--- src/rtl/sram_ctrl_pkg.sv ---
package sram_ctrl_pkg;
   typedef enum logic [1:0] {
      PH_IDLE   = 2'd0,
      PH_SETUP  = 2'd1,
      PH_ACCESS = 2'd2,
      PH_HOLD   = 2'd3
   } phase_t;
endpackage

--- src/rtl/sram_ctrl_seq.sv ---
module sram_ctrl_seq
   import sram_ctrl_pkg::*;
#(
   parameter int WAIT_CYCLES = 2
) (
   input  logic   clk,
   input  logic   rst_n,
   input  logic   start,
   output phase_t phase,
   output logic   access_last
);
   generate
      if (WAIT_CYCLES < 1) begin : g_bad_wait
         $error("sram_ctrl_seq: WAIT_CYCLES must be at least 1");
      end
   endgenerate

   phase_t phase_nx;

   // Wait counter variant: none needed for single-cycle access phase
   generate
      if (WAIT_CYCLES == 1) begin : g_single
         assign access_last = (phase == PH_ACCESS);
      end else begin : g_count
         localparam int CNT_W = $clog2(WAIT_CYCLES);
         localparam logic [CNT_W-1:0] CNT_LAST = CNT_W'(WAIT_CYCLES - 1);
         logic [CNT_W-1:0] cnt;
         always_ff @(posedge clk or negedge rst_n) begin
            if (!rst_n) begin
               cnt <= '0;
            end else if (phase == PH_ACCESS && cnt != CNT_LAST) begin
               cnt <= cnt + 1'b1;
            end else begin
               cnt <= '0;
            end
         end
         assign access_last = (phase == PH_ACCESS) && (cnt == CNT_LAST);
      end
   endgenerate

   always_comb begin
      phase_nx = phase;
      unique case (phase)
         PH_IDLE:   if (start) phase_nx = PH_SETUP;
         PH_SETUP:  phase_nx = PH_ACCESS;
         PH_ACCESS: if (access_last) phase_nx = PH_HOLD;
         PH_HOLD:   phase_nx = PH_IDLE;
         default:   phase_nx = PH_IDLE;
      endcase
   end

   always_ff @(posedge clk or negedge rst_n) begin
      if (!rst_n) phase <= PH_IDLE;
      else        phase <= phase_nx;
   end

   // hold phase always returns to idle (deselect cycle between accesses)
   assert_hold_to_idle_R8: assert property (@(posedge clk) disable iff (!rst_n)
      (phase == PH_HOLD) |=> (phase == PH_IDLE));
   // setup always lasts one cycle
   assert_setup_one_cycle_R3: assert property (@(posedge clk) disable iff (!rst_n)
      (phase == PH_SETUP) |=> (phase == PH_ACCESS));
endmodule

--- src/rtl/sram_ctrl_path.sv ---
module sram_ctrl_path #(
   parameter int ADDR_W = 17,
   parameter int DATA_W = 8
) (
   input  logic              clk,
   input  logic              rst_n,
   input  logic              load,
   input  logic              load_write,
   input  logic [ADDR_W-1:0] load_addr,
   input  logic [DATA_W-1:0] load_wdata,
   input  logic              capture,
   input  logic [DATA_W-1:0] mem_dq_in,
   output logic              op_write,
   output logic [ADDR_W-1:0] mem_addr,
   output logic [DATA_W-1:0] mem_dq_out,
   output logic              rsp_valid,
   output logic [DATA_W-1:0] rsp_rdata
);
   generate
      if (ADDR_W < 1 || DATA_W < 1) begin : g_bad_width
         $error("sram_ctrl_path: widths must be positive");
      end
   endgenerate

   always_ff @(posedge clk or negedge rst_n) begin
      if (!rst_n) begin
         op_write   <= 1'b0;
         mem_addr   <= '0;
         mem_dq_out <= '0;
      end else if (load) begin
         op_write   <= load_write;
         mem_addr   <= load_addr;
         mem_dq_out <= load_wdata;
      end
   end

   always_ff @(posedge clk or negedge rst_n) begin
      if (!rst_n) begin
         rsp_valid <= 1'b0;
         rsp_rdata <= '0;
      end else begin
         rsp_valid <= capture;
         if (capture) rsp_rdata <= mem_dq_in;
      end
   end

   // response strobe is a single-cycle pulse
   assert_rsp_pulse_R6: assert property (@(posedge clk) disable iff (!rst_n)
      rsp_valid |=> !rsp_valid);
   // no capture for a write operation
   assert_no_write_rsp_R9: assert property (@(posedge clk) disable iff (!rst_n)
      (capture && !load) |-> !op_write);
endmodule

--- src/rtl/sram_async_ctrl.sv ---
module sram_async_ctrl
   import sram_ctrl_pkg::*;
#(
   parameter int ADDR_W      = 17,
   parameter int DATA_W      = 8,
   parameter int WAIT_CYCLES = 2
) (
   input  logic              clk,
   input  logic              rst_n,
   input  logic              req_valid,
   output logic              req_ready,
   input  logic              req_write,
   input  logic [ADDR_W-1:0] req_addr,
   input  logic [DATA_W-1:0] req_wdata,
   output logic              rsp_valid,
   output logic [DATA_W-1:0] rsp_rdata,
   output logic              mem_ce_n,
   output logic              mem_oe_n,
   output logic              mem_we_n,
   output logic [ADDR_W-1:0] mem_addr,
   output logic [DATA_W-1:0] mem_dq_out,
   input  logic [DATA_W-1:0] mem_dq_in,
   output logic              mem_dq_oe
);
   phase_t phase;
   logic   access_last;
   logic   op_write;
   logic   start;
   logic   capture;

   assign req_ready = (phase == PH_IDLE);
   assign start     = req_valid && req_ready;
   assign capture   = access_last && !op_write;

   sram_ctrl_seq #(.WAIT_CYCLES(WAIT_CYCLES)) u_seq (
      .clk         (clk),
      .rst_n       (rst_n),
      .start       (start),
      .phase       (phase),
      .access_last (access_last)
   );

   sram_ctrl_path #(.ADDR_W(ADDR_W), .DATA_W(DATA_W)) u_path (
      .clk        (clk),
      .rst_n      (rst_n),
      .load       (start),
      .load_write (req_write),
      .load_addr  (req_addr),
      .load_wdata (req_wdata),
      .capture    (capture),
      .mem_dq_in  (mem_dq_in),
      .op_write   (op_write),
      .mem_addr   (mem_addr),
      .mem_dq_out (mem_dq_out),
      .rsp_valid  (rsp_valid),
      .rsp_rdata  (rsp_rdata)
   );

   // Strobe decode from registered phase and direction
   always_comb begin
      mem_ce_n  = 1'b1;
      mem_oe_n  = 1'b1;
      mem_we_n  = 1'b1;
      mem_dq_oe = 1'b0;
      unique case (phase)
         PH_SETUP: begin
            mem_ce_n  = 1'b0;
            mem_dq_oe = op_write;
         end
         PH_ACCESS: begin
            mem_ce_n  = 1'b0;
            mem_we_n  = !op_write;
            mem_oe_n  = op_write;
            mem_dq_oe = op_write;
         end
         PH_HOLD: begin
            mem_ce_n  = 1'b0;
            mem_dq_oe = op_write;
         end
         default: ;
      endcase
   end

   // write and output enables never low together
   assert_oe_we_excl_R4: assert property (@(posedge clk) disable iff (!rst_n)
      !(!mem_oe_n && !mem_we_n));
   // controller driver off whenever memory outputs are enabled
   assert_no_contention_R5: assert property (@(posedge clk) disable iff (!rst_n)
      mem_dq_oe |-> mem_oe_n);
   // ready only while the chip is deselected
   assert_ready_deselected_R2: assert property (@(posedge clk) disable iff (!rst_n)
      req_ready |-> (mem_ce_n && mem_we_n && mem_oe_n && !mem_dq_oe));
   // address and write data stable while chip enabled
   assert_addr_stable_R7: assert property (@(posedge clk) disable iff (!rst_n)
      (!mem_ce_n && !$past(mem_ce_n)) |-> ($stable(mem_addr) && $stable(mem_dq_out)));
   // write pulse preceded by a cycle of driven data with write enable high
   assert_write_setup_R3: assert property (@(posedge clk) disable iff (!rst_n)
      $fell(mem_we_n) |-> ($past(mem_dq_oe) && !$past(mem_ce_n)));
endmodule

--- config.mk ---
export PLATFORM = sky130hd
export DESIGN_NAME = sram_async_ctrl
export DESIGN_NICKNAME = d
export VERILOG_FILES = /design/src/rtl/sram_ctrl_pkg.sv /design/src/rtl/sram_ctrl_seq.sv /design/src/rtl/sram_ctrl_path.sv /design/src/rtl/sram_async_ctrl.sv
export SDC_FILE = /design/constraint.sdc
export NUM_CORES = 1
export LEC_CHECK = 0
export ABC_CLOCK_PERIOD_IN_PS = 3600
export BUFFER_PORTS_ARGS = -buffer_cell sky130_fd_sc_hd__buf_2
export CORE_MARGIN = 4
export CORE_UTILIZATION = 49
export CTS_CLUSTER_DIAMETER = 100
export CTS_CLUSTER_SIZE = 8
export DETAILED_ROUTE_END_ITERATION = 8
export GPL_TIMING_DRIVEN = 0
export MAX_ROUTING_LAYER = met4
export PLACE_DENSITY = 0.82
export SKIP_CTS_REPAIR_TIMING = 1
export SYNTH_ARGS = -nofsm -noshare
export SYNTH_HDL_FRONTEND = slang
export SYNTH_HIERARCHICAL = 1
export SYNTH_SLANG_ARGS = --single-unit
--- constraint.sdc ---
create_clock -name clk -period 3.6 [get_ports clk]
set_input_delay 0.9 -clock clk [delete_from_list [all_inputs] [get_ports clk]]
set_output_delay 0.9 -clock clk [all_outputs]
set_load 0.01 [all_outputs]
==> metrics.yaml, run 1 <==
synth_async_sr_flop_share: 1.000
via_count: 1038
ys_seq_elements: 38
hold_class: "flop to flop"
synth_ff_type: "dfrtp_1"
rsz0062_at_grt: "false"
grt_max_degree: 39
antenna_found_initial: 0
setup_viol_count_final: 0
routedWlPerCell_um: 15.46
met2_usage: 0.3148
io_pins: 76
p_per_area_nw_per_um2: 953.2
fin_cells: 220
die_h_um: 65.24
period_minus_slack_ns: 2.245
dr.pass1.iters: 4
cts_buffer_depth: 2
start_kind: "flop"
track_usage: 0.1830
grt_pass1_vias: 1195
synthTopCellsByArea: "dfrtp_1 59%, mux2_4 20%, mux2_2 9.8%, buf_12 2.5%, ha_1 1.6%"
first_iter_violations: 31
routed_wl_mm: 3.402
die_area_um2: 4256
fin_skew_ns: 0.007601
cp_max_fo: 8
finalCritPeriodShare: 0.6237
cts_num_sinks: 38
avgSynthCellArea_um2: 17.26
max_freq_ghz: 0.4454
syn2layout_area_growth_pct: 33.75
synth_edf_count: 0
drv_slew: 0
path_cells: "or3b_1, buf_2"
synth_seq_area_share: 0.5924
synth_nets: 132
core_area_um2: 3103
row_count: 20
portBuffers: 75
synth_cells: 93
gp_congestion: 0.8076
dpl.cell_count: 212
timing.slew.headroom: 0.4455
clk_latency_ns: 0.34
grt_pass1_wl_mm: 5.616
syn_area_um2: 1605
met3_usage: 0.06667
post-synth-top-count-cell: "dfrtp_1"
crit_slowest_cell: "dfrtp_1"
yosysUniqueCellTypes: 19
busiest_layer: "met2"
crit_type: "flop to output pin"
final_hold_viol_count: 0
layout_setup_ws_ns: 1.355
post-synth-top-area-cell: "dfrtp_1"
drc: 0
peakVddDrop_mv: 0.5092
drive_above_1_share: 0.7216
fin_tns_setup_ns: 0
arrival_ns: 1.35
antenna_left: 0
end_kind: "output pin"
grt_use_met1: 0.1892
viasPerCell: 4.718
synth_warnings: 6
fin_nets: 214
worstMarginPinSlew_ns: 0.8317
crit_required_ns: 2.70
htree_levels: 2
die_w_um: 65.24
maxCapViolations: 0
floorplan.initialDensity: 0.5173
leakage_nw: 1.107
synth.top_cell.area_share: 0.5924
max_stage_delay_ns: 0.49
place_ws_ns: 1.514
cts_root_buffer: "clkbuf_4"
final_util: 0.6919
outcome: "completed"
diodes: 0
dp_hpwl_mm: 2.573
numCtsBuffers: 5
cts_tree: "yes"
clk_pin_slew_ns: 0.11
synthTopCellsByCount: "38 x dfrtp_1, 21 x mux2_4, 14 x mux2_2"
gr-total-overflow: 0
cells in the final DEF (no fill, tap or decap):
master     count
mux2_2        14
ha_1           2
o22a_2         1
nor2_1         1
buf_12         2
inv_1          3
o21a_1         1
dfrtp_1       38
or3b_1         1
clkbuf_8       1
and2_2         1
clkbuf_4       5
bufinv_16      2
nor2b_1        1
nor2b_4        1
mux2_4        21
buf_2         76
buf_6          1
nor3b_1        1
a21oi_2        1
nand3b_1       1
buf_4          1
per-stage QoR:
step / hold slack [ns] / total power [mW] / instance area, µm²
after detailed placement: 0.4628 / 1.697 / 2036
after CTS: 0.4812 / 2.077 / 2147
after global routing: 0.5026 / 2.186 / 2147
after floorplan: 0.4498 / 1.356 / 1605
after global placement: 0.4602 / 1.638 / 2036
final: 0.4848 / 2.047 / 2147
critical path: cells and delay by family (launching register included):
kind	cells	cell delay, ns
and+or+nand+nor	1	0.37
buffers and inverters	1	0.15
DFF	1	0.49
per-layer routing:
| metal | part of all wire | up-vias | wire length (µm) |
|---|---|---|---|
| met3 | 0.063 | 9 | 214 |
| met2 | 0.54 | 39 | 1829 |
| li1 | - | 486 | - |
| met1 | 0.38 | 504 | 1283 |
| met4 | 0.022 | 0 | 74 |
| met5 | 0 | - | 0 |
flip-flops by register name, summed over array words and instances (netlist names):
| name | count |
|---|---|
| u_path/mem_dq_out | 8 |
| u_path/rsp_valid | 1 |
| u_path/rsp_rdata | 8 |
| u_seq/g_count.cnt | 1 |
| u_path/op_write | 1 |
| u_path/mem_addr | 17 |
| u_seq/phase | 2 |
power breakdown:
part / internal (mW) / switching (mW) / total [mW]
Clock: 0.235 / 0.136 / 0.372
Sequential: 0.640 / 0.132 / 0.772
Combinational: 0.531 / 0.372 / 0.903
cells by family after synthesis:
logic type,share of synthesized area
adder cells (fa/ha/maj),0.01559
AND/OR/NAND/NOR,0.03430
multiplexers,0.2946
AO/OA/AOI/OAI,0.01637
buffers and inverters,0.04676
flip-flops,0.5924
final cells by class:
| class | instances | area (µm²) |
|---|---|---|
| clock buffers | 6 | 51.30 |
| clock inverters | 2 | 60.06 |
| fillers | 251 | 955.9 |
| plain buffers | 5 | 63.81 |
| flip-flops and latches | 38 | 950.9 |
| repair buffers | 75 | 375.4 |
| multi-input cells | 47 | 579.3 |
| inverters | 3 | 11.26 |
| well taps | 44 | 55.05 |
path summary, 6_finish.rpt:
kind / startpoint / end / slack [ns] / cells after the start
max: u_seq/phase[1] / mem_oe_n / 1.35 / 2
min: u_seq/g_count.cnt / u_seq/g_count.cnt / 0.48 / 1
max reg2reg: u_seq/phase[0] / u_path/rsp_rdata[3] / 1.81 / 6
min reg2reg: u_seq/g_count.cnt / u_seq/g_count.cnt / 0.48 / 1
max in group asynchronous: rst_n / u_path/mem_addr[11] / 2.43 / 1
min in group asynchronous: rst_n / u_path/rsp_rdata[5] / 0.65 / 1
Power figures use the tool's default switching activity.
==> run 2: changes to the inputs <==
- ABC_CLOCK_PERIOD_IN_PS: 3600 -> 2300
- CORE_UTILIZATION: 49 -> 45
- PLACE_DENSITY: 0.82 -> 0.76
- clock period: 3.6 -> 2.3 ns (I/O delays scaled with it)
==> metrics.yaml, run 2 (synthesis results as in run 1) <==
outcome: "completed"
routedWlPerCell_um: 14.41
crit_type: "flop to output pin"
final_hold_viol_count: 0
hold_class: "input port to asynchronous set/reset pin"
finalCritPeriodShare: 0.8313
p_total_mw: 2.955
crit_slowest_cell: "dfrtp_1"
timing.slew.headroom: 0.4512
end_kind: "output pin"
antenna_found_initial: 0
start_kind: "flop"
grt_pass1_vias: 1048
netSwitchingFraction: 0.3299
fin_tns_setup_ns: 0
worstMarginPinSlew_ns: 0.8233
htree_levels: 2
routed_wl_mm: 3.198
syn2layout_area_growth_pct: 30.71
dr.pass1.iters: 2
setup_viol_count_final: 0
rsz0062_at_grt: "false"
leakage_nw: 1.084
peakVddDrop_mv: 0.5488
via_count: 1008
antenna_left: 0
gp_congestion: 0.7316
core_area_um2: 3390
die_w_um: 67.73
cts_root_buffer: "clkbuf_4"
gr-total-overflow: 0
p_int_mw: 1.980
fin_nets: 214
final_util: 0.6190
cts_tree: "yes"
diodes: 0
p_per_area_nw_per_um2: 1408
row_count: 21
dp_hpwl_mm: 2.401
viasPerCell: 4.541
largest_reg_flops: 17
combPwrFrac: 0.475
clk_pin_slew_ns: 0.11
top_register: "u_path/mem_addr"
max_freq_ghz: 0.5230
first_iter_violations: 28
p_sw_uw: 974.9
crit_required_ns: 1.73
reg.largest.list: "u_path/mem_addr (17), u_path/mem_dq_out (8), u_path/rsp_rdata (8)"
grt_max_degree: 39
drc: 0
maxCapViolations: 0
drive_above_1_share: 0.7159
path_delay_family: "flip-flops"
clk_latency_ns: 0.34
final_cell_mix: "76 x buf_2, 38 x dfrtp_1, 21 x mux2_4"
pwr-share-clk: 0.119
whs_ns: 0.3218
path_cells: "or3b_1, buf_2"
io_pins: 76
numCtsBuffers: 5
worst-path-buf-inv: 1
die_h_um: 67.73
grt_pass1_wl_mm: 4.981
arrival_ns: 1.34
track_usage: 0.1576
mostFrequentLayoutCell: "buf_2"
cp_max_fo: 8
die_area_um2: 4587
drv_slew: 0
cts_buffer_depth: 2
cts_num_sinks: 38
floorplan.initialDensity: 0.4736
fin_skew_ns: 0.01088
max_stage_delay_ns: 0.49
p_seq_frac: 0.406
portBuffers: 75
period_minus_slack_ns: 1.912
==> run 2: cell types whose count changed in the layout (fill, tap and decap cells not counted) <==
cell	change
clkinv_2	+1
clkbuf_1	+1
bufinv_16	-2
==> run 2: final timing paths <==
check	startpoint	end	slack [ns]	cells after the start
min in group clk	mem_dq_in[4]	u_path/rsp_rdata[4]	0.45	2
max	u_seq/phase[1]	mem_oe_n	0.39	2
max reg2reg	u_seq/phase[0]	u_path/rsp_rdata[2]	0.55	6
max in group asynchronous	rst_n	u_seq/phase[1]	1.46	1
min	rst_n	u_seq/g_count.cnt	0.32	1
min reg2reg	u_seq/g_count.cnt	u_seq/g_count.cnt	0.49	1
==> run 2: cell type report <==
| class | count | area, µm² |
|---|---|---|
| Buffer | 5 | 63.81 |
| Inverter | 3 | 11.26 |
| Timing Repair Buffer | 75 | 375.4 |
| Fill cell | 289 | 1291 |
| Multi-Input combinational cell | 47 | 579.3 |
| Tap cell | 46 | 57.56 |
| Clock inverter | 1 | 5.005 |
| Clock buffer | 7 | 55.05 |
| Sequential cell | 38 | 950.9 |
==> run 2: metal layers <==
| layer | wire length [µm] | up-vias | global-route usage |
|---|---|---|---|
| li1 | - | 485 | - |
| met1 | 1289 | 484 | 0.1831 |
| met2 | 1655 | 32 | 0.2442 |
| met3 | 189 | 7 | 0.04160 |
| met4 | 65 | 0 | 0.09367 |
| met5 | 0 | - | - |
==> run 2: power groups by stage <==
stage               combinational, mW  sequential [mW]  clock [mW]
floorplan                       0.781             1.34           0
detailed placement               1.42             1.22           0
CTS                              1.43             1.21       0.368
global route                     1.52             1.25       0.397
global placement                 1.39             1.19           0
finish                           1.40             1.20       0.351
==> run 2: through the flow <==
step / area, µm² / setup WS [ns] / std cells
global placement: 2038 / 0.5651 / 214
floorplan: 1605 / 0.7268 / 93
global route: 2098 / 0.3381 / 222
CTS: 2098 / 0.3706 / 222
detailed placement: 2038 / 0.5650 / 214
finish: 2098 / 0.3881 / 222
==> run 3: changes to the inputs <==
- ABC_CLOCK_PERIOD_IN_PS: 2300 -> 1750
- CORE_UTILIZATION: 45 -> 41
- PLACE_DENSITY: 0.76 -> 0.73
- clock period: 2.3 -> 1.75 ns (I/O delays scaled with it)
==> metrics.yaml, run 3 (synthesis results as in run 1) <==
die_h_um: 70.57
hold_class: "input port to asynchronous set/reset pin"
antenna_left: 0
mostFrequentLayoutCell: "buf_2"
finalCritPeriodShare: 0.9560
worst-path-buf-inv: 1
setup_viol_count_final: 0
path_delay_family: "flip-flops"
cp_max_fo: 6
arrival_ns: 1.24
largest_reg_flops: 17
gp_congestion: 0.7637
multiInputGateArea_um2: 584.3
grt_pass1_wl_mm: 5.506
outcome: "completed"
path_cells: "or3b_1, buf_2"
portBuffers: 75
fin_nets: 216
drv_slew: 0
clk_latency_ns: 0.29
cts_root_buffer: "clkbuf_8"
p_total_mw: 4.179
crit_slowest_cell: "dfrtp_2"
die_area_um2: 4980
syn2layout_area_growth_pct: 35.46
final_util: 0.5852
floorplan.initialDensity: 0.4320
diodes: 0
viasPerCell: 4.491
layout_setup_ws_ns: 0.07704
clk_pin_slew_ns: 0.08
first_iter_violations: 41
leakage_nw: 1.113
cp-startpoint: "u_seq/phase[0]"
antenna_found_initial: 0
rsz0062_at_grt: "false"
fin_skew_ns: 0.006663
peakVddDrop_mv: 1.035
dp_hpwl_mm: 2.484
track_usage: 0.1465
io_pins: 76
routedWlPerCell_um: 14.54
dpl.cell_count: 216
end_kind: "output pin"
drc: 0
crit_type: "flop to output pin"
die_w_um: 70.57
maxCapViolations: 0
cts_tree: "yes"
grt_pass1_vias: 1134
regArea_um2: 953.4
fin_cells: 226
place_ws_ns: 0.009241
dr.pass1.iters: 2
start_kind: "flop"
drive_above_1_share: 0.7472
routed_wl_mm: 3.286
period_minus_slack_ns: 1.673
final_hold_viol_count: 0
row_count: 22
max_freq_ghz: 0.5977
fill_cells: 318
worstMarginPinSlew_ns: 0.8280
max_stage_delay_ns: 0.44
cts_buffer_depth: 2
grt_max_degree: 39
via_count: 1015
p_per_area_nw_per_um2: 1922
reg.largest.list: "u_path/mem_addr (17), u_path/mem_dq_out (8), u_path/rsp_rdata (8)"
htree_levels: 2
reg2reg_from: "u_seq/phase[0]"
final_cell_mix: "75 x buf_2, 36 x dfrtp_1, 21 x mux2_4"
top_register: "u_path/mem_addr"
gr-total-overflow: 0
core_area_um2: 3716
cts_num_sinks: 38
crit_required_ns: 1.31
numCtsBuffers: 5
timing.slew.headroom: 0.4480
[run 3: metrics by stage]
step / hold slack [ns] / setup TNS, ns / instance area, µm²
2_1_floorplan: 0.1419 / 0 / 1605
3_3_place_gp: 0.4599 / 0 / 2041
3_5_place_dp: 0.4665 / 0 / 2041
4_1_cts: 0.2826 / -0.05823 / 2150
5_1_grt: 0.3129 / 0 / 2175
6_report: 0.2473 / 0 / 2175
[run 3: worst reg2reg max path, stage by stage (launching register included)]
cell     delay [ns]
dfrtp_2        0.44
buf_4          0.14
nor3b_1        0.30
buf_6          0.21
buf_12         0.15
mux2_4         0.31
[run 3: report_power, final]
group / leakage (nW) / switching (mW) / internal, mW / total [mW]
registers: 0.452 / 0.257 / 1.32 / 1.58
clock network: 0.0579 / 0.296 / 0.419 / 0.715
logic: 0.603 / 0.761 / 1.12 / 1.88
total: 1.11 / 1.31 / 2.86 / 4.18
[run 3: worst paths after layout]
path | to | slack [ns] | depth (start not counted)
min reg2reg | u_seq/g_count.cnt | 0.48 | 1
max reg2reg | u_path/mem_addr[9] | 0.08 | 5
max in group asynchronous | u_seq/phase[1] | 0.92 | 1
min in group clk | u_path/mem_addr[7] | 0.38 | 2
min | u_path/mem_addr[11] | 0.25 | 1
max | mem_oe_n | 0.08 | 2
[run 3: area by class of cell]
class                           count  area share
Clock buffer                        5     0.03165
Inverter                            3    0.005178
Buffer                              5     0.03049
Tap cell                           48     0.02762
Multi-Input combinational cell     47      0.2687
Timing Repair Buffer               77      0.1795
Sequential cell                    38      0.4384
Clock inverter                      3     0.01841
[run 3: routing by layer]
metal	global-route usage	wire (µm)
met5	-	0
met3	0.04261	206
met4	0.05637	36
met1	0.1559	1263
met2	0.2568	1780
